**config.mk**
```make
export PLATFORM = sky130hd
export DESIGN_NAME = glyph_expander
export DESIGN_NICKNAME = d
export VERILOG_FILES = /design/src/rtl/gx_pkg.sv /design/src/rtl/gx_regs.sv /design/src/rtl/gx_span_len.sv /design/src/rtl/gx_engine.sv /design/src/rtl/glyph_expander.sv
export SDC_FILE = /design/constraint.sdc
export NUM_CORES = 1
export LEC_CHECK = 0
export ABC_AREA = 1
export CAP_MARGIN = 25
export CORE_MARGIN = 3
export CORE_UTILIZATION = 37
export CTS_BUF_LIST = sky130_fd_sc_hd__clkbuf_8
export CTS_CLUSTER_DIAMETER = 60
export CTS_CLUSTER_SIZE = 20
export DETAILED_ROUTE_END_ITERATION = 10
export DONT_BUFFER_PORTS = 1
export SLEW_MARGIN = 15
export SYNTH_ARGS = -nofsm -noshare
export SYNTH_HDL_FRONTEND = slang
export SYNTH_HIERARCHICAL = 1
export SYNTH_SLANG_ARGS = --single-unit
```
**constraint.sdc**
```tcl
create_clock -name clk -period 4 [get_ports clk]
set_input_delay 0.2 -clock clk [delete_from_list [all_inputs] [get_ports clk]]
set_output_delay 0.2 -clock clk [all_outputs]
set_load 0.05 [all_outputs]
```
**src/rtl/gx_pkg.sv**
```systemverilog
package gx_pkg;
  localparam int GX_ADDR_W = 4;

  typedef enum logic [GX_ADDR_W-1:0] {
    GA_FG     = 4'd0,
    GA_BG     = 4'd1,
    GA_PMASK  = 4'd2,
    GA_XSTEP  = 4'd3,
    GA_ROW    = 4'd4,
    GA_XSTART = 4'd5,
    GA_XEND   = 4'd6,
    GA_CLIPLO = 4'd7,
    GA_CLIPHI = 4'd8,
    GA_GLYPH  = 4'd9
  } gx_addr_e;
endpackage

```
**src/rtl/gx_regs.sv**
```systemverilog
module gx_regs
  import gx_pkg::*;
#(
  parameter int COORD_W = 16,
  parameter int PIX_W   = 8,
  parameter int GLYPH_W = 32
) (
  input  logic                 clk,
  input  logic                 rst_n,
  input  logic                 wr_en,
  input  logic [GX_ADDR_W-1:0] addr,
  input  logic [GLYPH_W-1:0]   wdata,
  output logic [PIX_W-1:0]     fg,
  output logic [PIX_W-1:0]     bg,
  output logic [PIX_W-1:0]     pm,
  output logic [COORD_W-1:0]   row,
  output logic [COORD_W-1:0]   xstart,
  output logic [COORD_W-1:0]   xend,
  output logic [COORD_W-1:0]   clip_lo,
  output logic [COORD_W-1:0]   clip_hi
);
  logic [COORD_W-1:0] xstep;
  logic               unused_hi;
  assign unused_hi = ^wdata[GLYPH_W-1:COORD_W];

  always_ff @(posedge clk or negedge rst_n) begin
    if (!rst_n) begin
      fg      <= '0;
      bg      <= '0;
      pm      <= '1;
      xstep   <= COORD_W'(GLYPH_W);
      row     <= '0;
      xstart  <= '0;
      xend    <= '0;
      clip_lo <= '0;
      clip_hi <= '1;
    end else if (wr_en) begin
      case (gx_addr_e'(addr))
        GA_FG:     fg      <= wdata[PIX_W-1:0];
        GA_BG:     bg      <= wdata[PIX_W-1:0];
        GA_PMASK:  pm      <= wdata[PIX_W-1:0];
        GA_XSTEP:  xstep   <= wdata[COORD_W-1:0];
        GA_ROW:    row     <= wdata[COORD_W-1:0];
        GA_XSTART: xstart  <= wdata[COORD_W-1:0];
        GA_XEND:   xend    <= wdata[COORD_W-1:0];
        GA_CLIPLO: clip_lo <= wdata[COORD_W-1:0];
        GA_CLIPHI: clip_hi <= wdata[COORD_W-1:0];
        GA_GLYPH:  xstart  <= xstart + xstep;
        default:   ;
      endcase
    end
  end


  step_chk: assert property (@(posedge clk) disable iff (!rst_n)
    (wr_en && addr == GA_GLYPH) |=> xstart == $past(xstart) + $past(xstep));
endmodule

```
**src/rtl/gx_span_len.sv**
```systemverilog
module gx_span_len #(
  parameter int COORD_W = 16,
  parameter int GLYPH_W = 32,
  parameter int CNT_W   = 6
) (
  input  logic [COORD_W-1:0] xstart,
  input  logic [COORD_W-1:0] xend,
  output logic [CNT_W-1:0]   count
);
  logic [COORD_W-1:0] diff;
  logic               unused_diff;
  assign diff        = xend - xstart;
  assign unused_diff = ^diff[COORD_W-1:CNT_W];

  always_comb begin
    if (xend < xstart)
      count = '0;
    else if (diff >= COORD_W'(GLYPH_W - 1))
      count = CNT_W'(GLYPH_W);
    else
      count = diff[CNT_W-1:0] + CNT_W'(1);
  end
endmodule

```
**src/rtl/gx_engine.sv**
```systemverilog
module gx_engine #(
  parameter int COORD_W = 16,
  parameter int PIX_W   = 8,
  parameter int GLYPH_W = 32,
  parameter int CNT_W   = 6
) (
  input  logic               clk,
  input  logic               rst_n,
  input  logic               start,
  input  logic [CNT_W-1:0]   count_in,
  input  logic [GLYPH_W-1:0] word_in,
  input  logic [COORD_W-1:0] x_in,
  input  logic [COORD_W-1:0] y_in,
  input  logic [PIX_W-1:0]   fg_in,
  input  logic [PIX_W-1:0]   bg_in,
  input  logic [PIX_W-1:0]   pm_in,
  input  logic [COORD_W-1:0] clip_lo,
  input  logic [COORD_W-1:0] clip_hi,
  output logic               busy,
  output logic               pix_valid,
  input  logic               pix_ready,
  output logic [COORD_W-1:0] pix_x,
  output logic [COORD_W-1:0] pix_y,
  output logic [PIX_W-1:0]   pix_data,
  output logic [PIX_W-1:0]   pix_mask
);
  logic               active;
  logic [CNT_W-1:0]   left;
  logic [COORD_W-1:0] cx, cy;
  logic [GLYPH_W-1:0] word;
  logic [PIX_W-1:0]   fg, bg, pm;
  logic               in_clip, advance;

  assign in_clip = (cx >= clip_lo) && (cx <= clip_hi);
  assign advance = active && (!in_clip || pix_ready);

  always_ff @(posedge clk or negedge rst_n) begin
    if (!rst_n) begin
      active <= 1'b0;
      left   <= '0;
      cx     <= '0;
      cy     <= '0;
      word   <= '0;
      fg     <= '0;
      bg     <= '0;
      pm     <= '1;
    end else if (start && count_in != '0) begin
      active <= 1'b1;
      left   <= count_in;
      cx     <= x_in;
      cy     <= y_in;
      word   <= word_in;
      fg     <= fg_in;
      bg     <= bg_in;
      pm     <= pm_in;
    end else if (advance) begin
      left <= left - CNT_W'(1);
      cx   <= cx + COORD_W'(1);
      word <= word << 1;
      if (left == CNT_W'(1)) active <= 1'b0;
    end
  end

  for (genvar g = 0; g < PIX_W; g++) begin : g_plane
    assign pix_data[g] = word[GLYPH_W-1] ? fg[g] : bg[g];
  end

  assign busy      = active;
  assign pix_valid = active && in_clip;
  assign pix_x     = cx;
  assign pix_y     = cy;
  assign pix_mask  = pm;


  hold_chk: assert property (@(posedge clk) disable iff (!rst_n)
    (pix_valid && !pix_ready) |=> (pix_valid && $stable(pix_x) && $stable(pix_data)));

  xorder_chk: assert property (@(posedge clk) disable iff (!rst_n)
    (pix_valid && pix_ready) |=> (!pix_valid || pix_x > $past(pix_x)));

  mask_chk: assert property (@(posedge clk) disable iff (!rst_n)
    busy |=> (!busy || $stable(pix_mask)));

  busy_start_chk: assert property (@(posedge clk) disable iff (!rst_n)
    (start && count_in != '0) |=> busy);

  empty_span_chk: assert property (@(posedge clk) disable iff (!rst_n)
    (start && count_in == '0 && !busy) |=> !busy);
endmodule

```
**src/rtl/glyph_expander.sv**
```systemverilog
module glyph_expander
  import gx_pkg::*;
#(
  parameter int COORD_W = 16,
  parameter int PIX_W   = 8,
  parameter int GLYPH_W = 32
) (
  input  logic                 clk,
  input  logic                 rst_n,
  input  logic                 reg_valid,
  output logic                 reg_ready,
  input  logic [GX_ADDR_W-1:0] reg_addr,
  input  logic [GLYPH_W-1:0]   reg_wdata,
  output logic                 busy,
  output logic                 pix_valid,
  input  logic                 pix_ready,
  output logic [COORD_W-1:0]   pix_x,
  output logic [COORD_W-1:0]   pix_y,
  output logic [PIX_W-1:0]     pix_data,
  output logic [PIX_W-1:0]     pix_mask
);
  localparam int CNT_W = $clog2(GLYPH_W + 1);

  logic               is_glyph, wr_en, fire;
  logic [PIX_W-1:0]   fg, bg, pm;
  logic [COORD_W-1:0] row, xstart, xend, clip_lo, clip_hi;
  logic [CNT_W-1:0]   count;

  assign is_glyph  = (reg_addr == GA_GLYPH);
  assign reg_ready = !(busy && is_glyph);
  assign wr_en     = reg_valid && reg_ready;
  assign fire      = wr_en && is_glyph;

  gx_regs #(.COORD_W(COORD_W), .PIX_W(PIX_W), .GLYPH_W(GLYPH_W)) u_regs (
    .clk(clk), .rst_n(rst_n), .wr_en(wr_en), .addr(reg_addr), .wdata(reg_wdata),
    .fg(fg), .bg(bg), .pm(pm), .row(row), .xstart(xstart), .xend(xend),
    .clip_lo(clip_lo), .clip_hi(clip_hi)
  );

  gx_span_len #(.COORD_W(COORD_W), .GLYPH_W(GLYPH_W), .CNT_W(CNT_W)) u_len (
    .xstart(xstart), .xend(xend), .count(count)
  );

  gx_engine #(.COORD_W(COORD_W), .PIX_W(PIX_W), .GLYPH_W(GLYPH_W), .CNT_W(CNT_W)) u_eng (
    .clk(clk), .rst_n(rst_n), .start(fire), .count_in(count), .word_in(reg_wdata),
    .x_in(xstart), .y_in(row), .fg_in(fg), .bg_in(bg), .pm_in(pm),
    .clip_lo(clip_lo), .clip_hi(clip_hi), .busy(busy),
    .pix_valid(pix_valid), .pix_ready(pix_ready), .pix_x(pix_x), .pix_y(pix_y),
    .pix_data(pix_data), .pix_mask(pix_mask)
  );


  span_origin_chk: assert property (@(posedge clk) disable iff (!rst_n)
    (fire && count != '0) |=> (pix_x == $past(xstart) && pix_y == $past(row)));
endmodule

```
==> flow_summary.yaml, run 1 <==
setup_path:
  cp_num_buf_inv: 3
  arrival_ns: 4.08
  path_class: "reg2reg"
  max_stage_delay_ns: 0.52
  end_kind: "flop"
  crit_fanout: 75
  cp-start-kind: "flop"
  critPathSlowestCell: "fa_1"
  cp_cell_sequence: "ha_1 -> fa_1 -> inv_1 -> ha_1 -> inv_1 -> nor2_1 -> nand3_2 -> nand3_2 -> nor2_2 -> nand3_2 -> nor2_4 -> a21oi_1 -> nor4_1 -> nand3_1 -> nand2_4 -> buf_12 -> nand2_1 -> o21ai_1 -> nand2_1 -> nand2_1"
  cp.required_ns: 4.50
  cp_top_family: "simple AND/OR/NAND/NOR gates"
global_routing:
  antenna_found_initial: 2
  grt_overflow: 0
  grt_use_total: 0.1915
  grt_pass1_wl_um: 55810
  grt_max_degree: 216
  grt_pass1_vias: 10440
drt:
  drc: 0
  drt_iter0_drc: 703
  drt_pass1_iterations: 5
  wl_um: 34780
  drt-wirelength-per-cell_um: 15.88
  vias: 10830
  antenna_left: 0
  vias_per_cell: 4.945
place:
  place_congestion: 0.8862
  placed_cells: 2111
  hpwl_um: 24260
  portBuffers: 0
power:
  p_leak_uw: 0.007438
  power_density_nw_per_um2: 651.1
  vdd_ir_drop_max_mv: 0.3719
outcome:
  status: "complete, but fails checks"
  violations: "negative hold slack"
clock_tree:
  cts_buffer_depth: 3
  htree_levels: 1
  cts_made_buffers: 25
  clk_latency_ns: 0.59
  clock_sinks: 215
  clk_pin_slew_worst_paths_ns: 0.11
  tritoncts: "done"
  cts_hold_buf: 33
  clock-root-buffer: "clkbuf_8"
worst_hold_path:
  hold_class: "in2async"
timing:
  whs_ns: -0.6741
  fin_crit_ns: 3.586
  fmax_mhz: 278.8
  tightestPinTransition_ns: 1.085
  setup_tns_ns: 0
  rsz0062_at_grt: "no"
  clock_skew_ns: 0.04301
  drv_slew: 0
  max_slew_margin: 0.2718
  finalHoldViolations: 215
  final-setup-viol-count: 0
  timing.final.crit_share: 0.8966
layout:
  final_cell_mix: "nand2_1 (706), inv_1 (192), dfrtp_1 (182)"
  largest-register: "u_eng/word"
  nNetsFinal: 1838
  drive_gt1_frac: 0.09153
  final.fill_count: 3432
  final_common_cell: "nand2_1"
  register_area_um2: 5421
  n_antenna_cell: 0
  multi_input_area_um2: 6012
  final_cells: 2190
  area_delta_synth_final_pct: 11.55
  largest_reg_flops: 32
die:
  initial_core_util: 0.3800
  die_w_um: 189.7
  num_rows: 66
  dieArea_um2: 36000
  ioPinCount: 91
  core-area_um2: 32870
  die_y_um: 189.7
yosys:
  netlist_instances: 1699
  synth_nets: 1808
  synth_area_um2: 12490
  synth_seq_area_share: 0.4340
  syn_area_per_cell_um2: 7.352
  ys_types: 41
  ys_warn_count: 6
  ys_seq_elements: 215
job:
  cap_viol_max_count: 0
==> where the power goes <==
group | switching [uW] | total [uW] | internal, uW
logic | 2410 | 3640 | 1220
clock network | 1020 | 1850 | 831
registers | 756 | 3580 | 2830
==> routing by layer <==
metal  vias up  GRT usage  part of all wire
met5         -          0                 0
met1      5129     0.2625              0.47
met4         0    0.04862             0.024
li1       5395          -                 -
met3        52    0.03298             0.055
met2       254     0.3164              0.46
==> through the flow <==
step | total power (uW) | worst slack, ns | util | area, um2
final | 9073 | 0.4135 | 0.4239 | 13930
after global routing | 9789 | 0.1003 | 0.4239 | 13930
after CTS | 9141 | 0.4402 | 0.4239 | 13930
after detailed placement | 7221 | 0.5004 | 0.3951 | 12990
after global placement | 7137 | 0.5647 | 0.3951 | 12990
after floorplan | 6307 | 0.8813 | - | 12490
==> cells by family (layout without fill, tap and decap cells) <==
logic type | Yosys count | after routing | synth area share
AO/OA/AOI/OAI | 196 | 196 | 0.08134
XOR/XNOR | 21 | 21 | 0.01533
adder cells (fa/ha/maj) | 69 | 69 | 0.07032
buffers and inverters | 257 | 306 | 0.08504
flip-flops | 215 | 215 | 0.4340
AND/OR/NAND/NOR | 941 | 941 | 0.3139
==> final timing paths <==
kind / start / to / slack, ns / cells after the start
max: u_regs/xstart[0] / u_eng/pix_x[5] / 0.41 / 20
min: rst_n / u_eng/word[9] / -0.67 / 0
min in group clk: reg_wdata[2] / u_regs/xstep[2] / 0.03 / 2
min reg2reg: u_regs/pm[7] / u_eng/pix_mask[7] / 0.47 / 2
max in group asynchronous: rst_n / u_regs/clip_hi[6] / 4.18 / 0
max reg2reg: u_regs/xstart[0] / u_eng/pix_x[5] / 0.41 / 20
==> synthesized netlist by cell type (all sizes together) <==
cell type  count  area, um2
nand3        117      630.6
xor2          13      121.4
nor3          16      110.1
o211a          1      10.01
o21ai        141      709.4
or2            4      27.53
dfstp         33      867.1
nor2          66      282.8
ha            67      838.3
inv          198      743.2
o21bai         2      15.01
a21oi         45      229.0
fa             2      40.04
nand3b         4      30.03
and2           3      18.77
dfrtp        182       4554
buf           44      262.7
nand2        721       2759
clkbuf        15      56.30
a211oi         1      7.510
xnor2          8      70.07
a21o           1      7.510
nor4           1      6.260
o211ai         4      30.03
nand4          9      56.30
o21a           1      7.510
==> final cells by class <==
class,instances,share of cell area
multi-input cells,1227,0.4315
flip-flops and latches,215,0.3891
inverters,198,0.05343
repair buffers,62,0.04203
well taps,442,0.03969
clock buffers,26,0.02568
clock inverters,20,0.01859
==> worst register-to-register path, cell delays in order, from the launching register on <==
cell and delay, ns:
dfrtp_1 0.43, ha_1 0.24, fa_1 0.52, inv_1 0.06
ha_1 0.21, inv_1 0.06, nor2_1 0.06, nand3_2 0.10
nand3_2 0.08, nor2_2 0.09, nand3_2 0.08, nor2_4 0.15
a21oi_1 0.10, nor4_1 0.27, nand3_1 0.15, nand2_4 0.15
buf_12 0.32, nand2_1 0.12, o21ai_1 0.13, nand2_1 0.07
nand2_1 0.09
==> timing repair <==
item	CTS	global route
hold endpoints to repair	269	215
buffers inserted	0	0
gates resized for setup	0	0
(Power assumes the default switching activity.)
==> run 2, diff against run 1 <==
==> constraint.sdc (replaced) <==
create_clock -name clk -period 4.5 [get_ports clk]
set_input_delay 0.225 -clock clk [delete_from_list [all_inputs] [get_ports clk]]
set_output_delay 0.225 -clock clk [all_outputs]
set_load 0.05 [all_outputs]
==> flow_summary.yaml, run 2 (synthesis gave the netlist of run 1 again) <==
power:
  p_leak_uw: 0.007322
  power_density_nw_per_um2: 567.6
  vdd_ir_drop_max_mv: 0.3164
layout:
  final_area_um2: 13770
  final.fill_count: 3441
  final_cells: 2171
  area_delta_synth_final_pct: 10.21
  largest_reg_flops: 32
  final_cell_mix: "nand2_1 (706), inv_1 (191), dfrtp_1 (182)"
  largest-register: "u_eng/word"
  drive_gt1_frac: 0.08213
  register_area_um2: 5421
  nNetsFinal: 1822
  utilization: 0.4188
  multi_input_area_um2: 6017
  final_common_cell: "nand2_1"
  n_antenna_cell: 0
timing:
  max_slew_margin: 0.2929
  timing.final.crit_share: 0.8368
  worst_slack_ns: 0.7343
  fin_crit_ns: 3.766
  clock_skew_ns: 0.02483
  fmax_mhz: 265.6
  drv_slew: 0
  whs_ns: -0.6333
  finalHoldViolations: 215
  setup_tns_ns: 0
  final-setup-viol-count: 0
  tightestPinTransition_ns: 1.054
  rsz0062_at_grt: "no"
drt:
  vias_per_cell: 4.906
  wl_um: 34570
  antenna_left: 0
  drt-wirelength-per-cell_um: 15.92
  drc: 0
  drt_iter0_drc: 784
  vias: 10650
  drt_pass1_iterations: 5
setup_path:
  cp_cell_sequence: "ha_1 -> fa_1 -> inv_1 -> nand2_1 -> nand2_2 -> nand3_2 -> nand2_1 -> nand2_1 -> nand2_1 -> nor2_1 -> nor2_2 -> nand3_2 -> nor2_4 -> a21oi_1 -> nor4_1 -> nand3_1 -> nand2_4 -> clkinv_2 -> buf_12 -> nand2_1 -> o21ai_0 -> nand2_1 -> nand2_1"
  arrival_ns: 4.22
  cp_top_family: "simple AND/OR/NAND/NOR gates"
  end_kind: "flop"
  cp.required_ns: 4.95
  path_class: "reg2reg"
  cp_num_buf_inv: 3
  crit_fanout: 93
  critPathSlowestCell: "dfrtp_1"
  max_stage_delay_ns: 0.43
  path_common_cell: "nand2_1"
  cp-start-kind: "flop"
global_routing:
  grt_max_degree: 216
  antenna_found_initial: 1
  grt_pass1_vias: 10390
  grt_overflow: 0
  grt_pass1_wl_um: 56190
  met2_usage: 0.3196
  use_met3: 0.03225
  grtUsageMet1: 0.2642
  grt.busiest_layer: "met2"
  grt_use_total: 0.1937
clock_tree:
  tritoncts: "done"
  clk_latency_ns: 0.57
  postCtsSetupRepairBufs: 0
  cts_buffer_depth: 3
  clock_sinks: 215
  clock-root-buffer: "clkbuf_8"
  cts_made_buffers: 22
  htree_levels: 1
  clk_pin_slew_worst_paths_ns: 0.11
job:
  cap_viol_max_count: 0
die:
  die_w_um: 189.7
  initial_core_util: 0.3800
  num_rows: 66
  die_y_um: 189.7
  ioPinCount: 91
  dieArea_um2: 36000
  core-area_um2: 32870
place:
  hpwl_um: 24010
  place_area_um2: 12860
  place_congestion: 0.9211
  pre_cts_ws_ns: 0.7388
  portBuffers: 0
  placed_cells: 2095
worst_hold_path:
  hold_class: "in2async"
outcome:
  status: "complete, but fails checks"
  violations: "negative hold slack"
==> run 2: changes by cell type in the layout (fill, tap and decap cells not counted), sizes merged <==
cell / delta
clkbuf: -2
dlygate4sd3: +1
bufinv: -2
inv: -1
clkinv: -1
buf: -14
==> run 2: final cells by class <==
cell class,count,share of cell area
clock inverter,16,0.01482
inverter,198,0.05408
clock buffer,24,0.02400
timing repair buffer,49,0.03599
multi-input combinational,1227,0.4371
tap,442,0.04017
sequential,215,0.3938
==> run 2: through the flow <==
step                hold slack (ns)  total power [uW]
CTS                         -0.6836              7883
floorplan                  -0.07059              5606
detailed placement         -0.05260              6357
finish                      -0.6333              7814
global placement           -0.05093              6289
global route                -0.6730              8470
==> run 2: report_power, final <==
part,internal (uW),switching (uW),total (uW)
clock network,586,877,1460
registers,2510,822,3330
logic,1040,1970,3020
==> run 2: final timing paths <==
check	endpoint	cells after the start	slack [ns]	startpoint
setup / recovery	u_eng/pix_x[6]	23	0.73	u_regs/xstart[0]
min in group clk	u_regs/clip_lo[1]	3	0.04	reg_addr[3]
hold reg to reg	u_eng/fg[2]	2	0.47	u_regs/fg[2]
setup reg to reg	u_eng/pix_x[6]	23	0.73	u_regs/xstart[0]
max in group asynchronous	u_regs/xstart[7]	0	4.70	rst_n
hold / removal	u_eng/word[13]	0	-0.63	rst_n
==> run 2: metal layers <==
metal	vias up	part of all wire	wire length, um
met4	0	0.030	1027
li1	5357	-	-
met3	56	0.061	2095
met1	4976	0.46	15870
met2	263	0.45	15570
met5	-	0	0
==> run 2: what timing repair did <==
item,in CTS,in global routing
hold buffers,33,1
hold endpoints to repair,261,216
gates resized for setup,0,0
